$ cat src/rtl/sram_ctrl_pkg.sv
`timescale 1ns/1ps
package sram_ctrl_pkg;
  typedef enum logic [1:0] {ST_IDLE, ST_READ, ST_WRITE, ST_RECOVER} ctl_state_e;

  // whole clock cycles covering a duration, rounded up, never below one
  function automatic int unsigned cyc_ceil(int unsigned dur_ps, int unsigned clk_ps);
    int unsigned n;
    n = (dur_ps + clk_ps - 1) / clk_ps;
    return (n == 0) ? 1 : n;
  endfunction
endpackage

$ cat src/rtl/sram_wait_timer.sv
`timescale 1ns/1ps
module sram_wait_timer #(
  parameter int W = 4
) (
  input  logic         clk,
  input  logic         rst_n,
  input  logic         load,
  input  logic [W-1:0] load_val,
  output logic         expired
);
  logic [W-1:0] cnt_q;

  always_ff @(posedge clk or negedge rst_n) begin
    if (!rst_n)             cnt_q <= '0;
    else if (load)          cnt_q <= load_val;
    else if (cnt_q != '0)   cnt_q <= cnt_q - 1'b1;
  end

  assign expired = (cnt_q == '0);
endmodule

$ cat src/rtl/sram_req_screen.sv
`timescale 1ns/1ps
module sram_req_screen #(
  parameter int WORD_W = 4
) (
  input  logic              is_write,
  input  logic [WORD_W-1:0] start_word,
  input  logic [WORD_W-1:0] len_m1,
  output logic              reject
);
  logic [WORD_W:0] end_word;

  assign end_word = {1'b0, start_word} + {1'b0, len_m1};
  // writes are single-word; reads must end inside the open page
  assign reject = is_write ? (len_m1 != '0) : end_word[WORD_W];
endmodule

$ cat src/rtl/sram_word_stepper.sv
`timescale 1ns/1ps
module sram_word_stepper #(
  parameter int WORD_W = 4
) (
  input  logic              clk,
  input  logic              rst_n,
  input  logic              load,
  input  logic [WORD_W-1:0] start_word,
  input  logic [WORD_W-1:0] len_m1,
  input  logic              step,
  output logic [WORD_W-1:0] word,
  output logic              last
);
  logic [WORD_W-1:0] word_q, left_q;

  always_ff @(posedge clk or negedge rst_n) begin
    if (!rst_n) begin
      word_q <= '0;
      left_q <= '0;
    end else if (load) begin
      word_q <= start_word;
      left_q <= len_m1;
    end else if (step) begin
      word_q <= word_q + 1'b1;
      left_q <= left_q - 1'b1;
    end
  end

  assign word = word_q;
  assign last = (left_q == '0);
endmodule

$ cat src/rtl/sram_page_ctrl.sv
`timescale 1ns/1ps
module sram_page_ctrl
  import sram_ctrl_pkg::*;
#(
  parameter int ADDR_W    = 19,
  parameter int WORD_W    = 4,
  parameter int DATA_W    = 16,
  parameter int CLK_PS    = 10000,
  parameter int T_ACC_PS  = 85000,
  parameter int T_PAGE_PS = 30000,
  parameter int T_CYC_PS  = 85000,
  parameter int T_WP_PS   = 40000
) (
  input  logic                clk,
  input  logic                rst_n,
  input  logic                req_valid,
  output logic                req_ready,
  input  logic                req_write,
  input  logic [ADDR_W-1:0]   req_addr,
  input  logic [WORD_W-1:0]   req_len,
  input  logic [DATA_W-1:0]   req_wdata,
  input  logic [DATA_W/8-1:0] req_be,
  output logic                rd_valid,
  output logic [DATA_W-1:0]   rd_data,
  output logic                done,
  output logic                err,
  output logic                ram_sel_n,
  output logic                ram_sel,
  output logic                ram_wr_n,
  output logic                ram_rd_n,
  output logic [DATA_W/8-1:0] ram_bsel_n,
  output logic [ADDR_W-1:0]   ram_addr,
  output logic [DATA_W-1:0]   ram_dq_out,
  output logic                ram_dq_oe,
  input  logic [DATA_W-1:0]   ram_dq_in
);
  localparam int BYTES  = DATA_W / 8;
  localparam int PAGE_W = ADDR_W - WORD_W;
  localparam int ACC_C  = int'(cyc_ceil(T_ACC_PS,  CLK_PS));
  localparam int PAGE_C = int'(cyc_ceil(T_PAGE_PS, CLK_PS));
  localparam int CYC_C  = int'(cyc_ceil(T_CYC_PS,  CLK_PS));
  localparam int WP_C   = int'(cyc_ceil(T_WP_PS,   CLK_PS));
  localparam int WE_C   = (WP_C > CYC_C) ? WP_C : CYC_C;
  localparam int MAX_C  = (ACC_C > WE_C) ? ACC_C : WE_C;
  localparam int TMR_W  = $clog2(MAX_C + 1);

  ctl_state_e        state_q;
  logic [PAGE_W-1:0] page_q;
  logic [WORD_W-1:0] word;
  logic [DATA_W-1:0] lane_mask;
  logic [TMR_W-1:0]  tmr_val;
  logic accept, reject, go, tmr_load, tmr_zero, last_word, step;

  assign req_ready = (state_q == ST_IDLE);
  assign accept    = req_valid && req_ready;
  assign go        = accept && !reject;
  assign step      = (state_q == ST_READ) && tmr_zero && !last_word;
  assign tmr_load  = go || step;
  assign tmr_val   = step      ? TMR_W'(PAGE_C - 1) :
                     req_write ? TMR_W'(WE_C - 1)   : TMR_W'(ACC_C - 1);
  assign ram_addr  = {page_q, word};

  generate
    for (genvar g = 0; g < BYTES; g++) begin : g_lane
      assign lane_mask[g*8 +: 8] = {8{~ram_bsel_n[g]}};
    end
  endgenerate

  sram_req_screen #(.WORD_W(WORD_W)) u_screen (
    .is_write  (req_write),
    .start_word(req_addr[WORD_W-1:0]),
    .len_m1    (req_len),
    .reject    (reject)
  );

  sram_wait_timer #(.W(TMR_W)) u_timer (
    .clk     (clk),
    .rst_n   (rst_n),
    .load    (tmr_load),
    .load_val(tmr_val),
    .expired (tmr_zero)
  );

  sram_word_stepper #(.WORD_W(WORD_W)) u_step (
    .clk       (clk),
    .rst_n     (rst_n),
    .load      (go),
    .start_word(req_addr[WORD_W-1:0]),
    .len_m1    (req_len),
    .step      (step),
    .word      (word),
    .last      (last_word)
  );

  always_ff @(posedge clk or negedge rst_n) begin
    if (!rst_n) begin
      state_q    <= ST_IDLE;
      page_q     <= '0;
      ram_sel_n  <= 1'b1;
      ram_sel    <= 1'b0;
      ram_wr_n   <= 1'b1;
      ram_rd_n   <= 1'b1;
      ram_bsel_n <= '1;
      ram_dq_out <= '0;
      ram_dq_oe  <= 1'b0;
      rd_valid   <= 1'b0;
      rd_data    <= '0;
      done       <= 1'b0;
      err        <= 1'b0;
    end else begin
      rd_valid <= 1'b0;
      done     <= 1'b0;
      err      <= 1'b0;
      unique case (state_q)
        ST_IDLE: begin
          if (accept && reject) begin
            err <= 1'b1;
          end else if (go) begin
            page_q     <= req_addr[ADDR_W-1:WORD_W];
            ram_sel_n  <= 1'b0;
            ram_sel    <= 1'b1;
            ram_bsel_n <= ~req_be;
            if (req_write) begin
              ram_wr_n   <= 1'b0;
              ram_dq_out <= req_wdata;
              ram_dq_oe  <= 1'b1;
              state_q    <= ST_WRITE;
            end else begin
              ram_rd_n <= 1'b0;
              state_q  <= ST_READ;
            end
          end
        end
        ST_READ: begin
          if (tmr_zero) begin
            rd_valid <= 1'b1;
            rd_data  <= ram_dq_in & lane_mask;
            if (last_word) begin
              done       <= 1'b1;
              ram_sel_n  <= 1'b1;
              ram_sel    <= 1'b0;
              ram_rd_n   <= 1'b1;
              ram_bsel_n <= '1;
              state_q    <= ST_IDLE;
            end
          end
        end
        ST_WRITE: begin
          if (tmr_zero) begin
            ram_wr_n <= 1'b1;
            state_q  <= ST_RECOVER;
          end
        end
        default: begin
          done       <= 1'b1;
          ram_sel_n  <= 1'b1;
          ram_sel    <= 1'b0;
          ram_bsel_n <= '1;
          ram_dq_oe  <= 1'b0;
          state_q    <= ST_IDLE;
        end
      endcase
    end
  end
endmodule

$ cat config.mk
export PLATFORM = sky130hd
export DESIGN_NAME = sram_page_ctrl
export DESIGN_NICKNAME = d
export VERILOG_FILES = /design/src/rtl/sram_ctrl_pkg.sv /design/src/rtl/sram_wait_timer.sv /design/src/rtl/sram_req_screen.sv /design/src/rtl/sram_word_stepper.sv /design/src/rtl/sram_page_ctrl.sv
export SDC_FILE = /design/constraint.sdc
export NUM_CORES = 1
export LEC_CHECK = 0
export ABC_AREA = 1
export ABC_CLOCK_PERIOD_IN_PS = 2490
export BUFFER_PORTS_ARGS = -buffer_cell sky130_fd_sc_hd__buf_2
export CORE_ASPECT_RATIO = 0.75
export CORE_MARGIN = 1.5
export CORE_UTILIZATION = 55
export CTS_BUF_LIST = sky130_fd_sc_hd__clkbuf_4 sky130_fd_sc_hd__clkbuf_8
export DETAILED_ROUTE_END_ITERATION = 10
export PLACE_DENSITY = 0.88
export REMOVE_ABC_BUFFERS = 1
export SYNTH_ARGS = -nofsm -noshare
export SYNTH_HDL_FRONTEND = slang
export SYNTH_SLANG_ARGS = --single-unit
$ cat constraint.sdc
create_clock -name clk -period 2.49 [get_ports clk]
set_input_delay 0.249 -clock clk [delete_from_list [all_inputs] [get_ports clk]]
set_output_delay 0.249 -clock clk [all_outputs]
set_load 0.02 [all_outputs]
==> impl_metrics.py <==
metrics = {
    "critical_path": {
        "required_ns": 2.77,
        "worstSetupStartpointType": "flip-flop",
        "endpoint_kind": "flip-flop",
        "timing_worst_setup_path_type": "reg -> reg",
        "crit_arrival_ns": 2.34,
        "worst-path-max-fanout": 22,
    },
    "global_routing": {
        "grt_pass1_vias": 2956,
        "antenna_found_initial": 0,
        "overflow": 0,
        "track_usage": 0.263,
        "grt_pass1_wl_microns": 13200,
        "grt_max_degree": 49,
    },
    "clocking": {
        "cts_made_buffers": 9,
        "ctsResizeCount": 0,
        "ctsLongestPathBuffers": 2,
        "clkTransAtPathRegs_ns": 0.07,
        "cts_sinks": 71,
        "cts_root_buf": "clkbuf_8",
        "cts_setup_buffers": 0,
        "postCtsHoldBufs": 0,
        "clk-insertion-delay-late_ns": 0.35,
        "cts_tree": "done",
        "htree_levels": 3,
    },
    "synth": {
        "yosysUniqueCellTypes": 29,
        "avgSynthCellArea_sq_um": 8.65,
        "synth-seq-area-share": 0.544,
        "yosys.area.top_type": "dfrtp_1",
        "syn_inst": 379,
        "syn_area_sq_um": 3280,
        "synth_top_area_share": 0.504,
        "synth_area_leaders": "dfrtp_1, nand2_1, nand3_1, dfstp_2, ha_1",
        "synth-seq-cells": 71,
        "yosysWarnings": 0,
    },
    "detailed_routing": {
        "avgRoutedWirePerCell_microns": 13.6,
        "wirelength_microns": 7930,
        "num_vias": 2988,
        "vias_per_cell": 5.13,
        "drt_iter0_markers": 193,
        "drc": 0,
        "drt_pass1_iterations": 4,
        "ant_nets": 0,
    },
    "timing": {
        "clock-skew-final_ns": 0.00659,
        "fin_crit_ns": 2.06,
        "setup-violations-final": 0,
        "post-route-period-util": 0.828,
        "slew_viol_final": 0,
        "fmax_mhz": 485,
        "setup_slack_ns": 0.429,
        "max-slew-margin-rel": 0.304,
        "setup_tns_ns": 0,
        "finalHoldViolCount": 0,
        "rsz0062_at_grt": "no",
        "worstMarginPinSlew_ns": 1.04,
    },
    "floorplan": {
        "start_util": 0.565,
        "fp.coreArea_sq_um": 5800,
        "die_x_microns": 92.1,
        "fp.dieArea_sq_um": 6430,
        "chipHeight_microns": 69.8,
        "rows": 24,
        "ioPinCount": 123,
    },
    "cells_and_area": {
        "antennaDiodeCount": 0,
        "final_cell_mix": "nand2_1, buf_2, dfrtp_1",
        "area_growth_pct": 25.9,
        "regArea_sq_um": 1780,
        "fillers": 444,
        "multi_input_area_sq_um": 1310,
        "nets": 571,
        "drive_gt1_frac": 0.315,
        "fin_util": 0.712,
        "final_common_cell": "nand2_1",
        "instances_no_fill": 582,
    },
    "job": {
        "maxCapViolations": 0,
    },
    "pwr": {
        "power.density_nw_per_um2": 1340,
        "seq_power_share": 0.375,
        "internal_power_uw": 3070,
        "p_sw_uw": 2470,
        "p_comb_frac": 0.464,
        "switching_share": 0.446,
        "p_leak_uw": 0.00231,
        "clock_power_share": 0.161,
        "p_total_uw": 5540,
        "peakVddDrop_mv": 0.679,
    },
    "run_status": {
        "status": "finished clean",
    },
    "placement": {
        "place.gp.congestion": 0.812,
        "dp.cells": 567,
        "place_ws_ns": 0.428,
        "numPortBuffers": 122,
        "dp_hpwl_microns": 5650,
    },
    "worst_hold_path": {
        "min_path_type": "in -> async",
    },
}
## layout make-up
type / instances / share of cell area
Timing Repair Buffer: 126 / 0.158
Clock buffer: 11 / 0.0337
Sequential cell: 71 / 0.432
Clock inverter: 4 / 0.0115
Multi-Input combinational cell: 268 / 0.318
Inverter: 24 / 0.0224
Tap cell: 78 / 0.0237
## sequential cells by signal (all words and copies together) (netlist names), 2 cells and up
| register | count |
|---|---|
| ram_dq_out | 16 |
| rd_data | 16 |
| page_q | 15 |
| u_step.left_q | 4 |
| u_step.word | 4 |
| u_timer.cnt_q | 4 |
| ram_bsel_n | 2 |
| state_q | 2 |
## logic make-up after synthesis
kind of cell               Yosys count  share of synthesized area
and+or+nand+nor                    223                      0.299
xor gates and xnor gates             7                     0.0187
DFF                                 71                      0.544
AOI/OAI and AO/OA                   28                     0.0454
buffers and inverters               40                     0.0550
adders and majority gates           10                     0.0382
## power groups by stage
stage	combinational (uW)	clock, uW	sequential, uW
finish	2570	890	2080
global route	2860	955	2130
CTS	2590	909	2070
detailed placement	2580	0	2070
global placement	2470	0	2050
floorplan	1120	0	2640
## path summary, 6_finish.rpt
kind                                        start  slack [ns]                         end  cells past startpoint
setup reg to reg           state_q[0]$_DFFE_PN0P_        0.43  u_step.word[3]$_DFFE_PN0N_                      9
min in group clk                     req_addr[14]        0.09      page_q[10]$_DFFE_PN0P_                      3
hold / removal                              rst_n        0.09          rd_valid$_DFF_PN0_                      1
setup / recovery           state_q[0]$_DFFE_PN0P_        0.43  u_step.word[3]$_DFFE_PN0N_                      9
max in group asynchronous                   rst_n        1.72       page_q[9]$_DFFE_PN0P_                      2
hold reg to reg              ram_rd_n$_DFFE_PN1P_        0.47        ram_rd_n$_DFFE_PN1P_                      2
## metal layers
metal / up-vias / global-route usage / part of all wire
li1: 1462 / - / -
met1: 1374 / 0.351 / 0.44
met2: 137 / 0.409 / 0.47
met3: 15 / 0.0811 / 0.080
met4: 0 / 0.0889 / 0.015
met5: - / 0 / 0
## stage by stage
stage                     hold slack, ns  area (sq um)
after global placement             0.441          3940
after floorplan                  -0.0466          3190
final                             0.0909          4130
after detailed placement           0.452          3940
after global routing              0.0935          4130
after CTS                         0.0760          4130
## critical path, cell delays in order (launching register included)
cell and delay (ns):
dfrtp_1 0.40, inv_1 0.09, ha_1 0.40, nand2_1 0.13, inv_1 0.11, nand2_4 0.06
inv_2 0.28, buf_4 0.32, nand2_1 0.11, nand3_1 0.10
## synthesized netlist by cell type (all sizes together)
library cell    n
inv            23
a211oi          1
clkinv          1
buf            14
dfrtp          66
nor3            3
nand3          57
dfstp           5
clkbuf          2
ha             10
o21a            1
xnor2           5
a21oi           1
nand4           7
nor2           12
nand2         144
xor2            2
o21ai          25
Power figures use the tool's default switching activity.
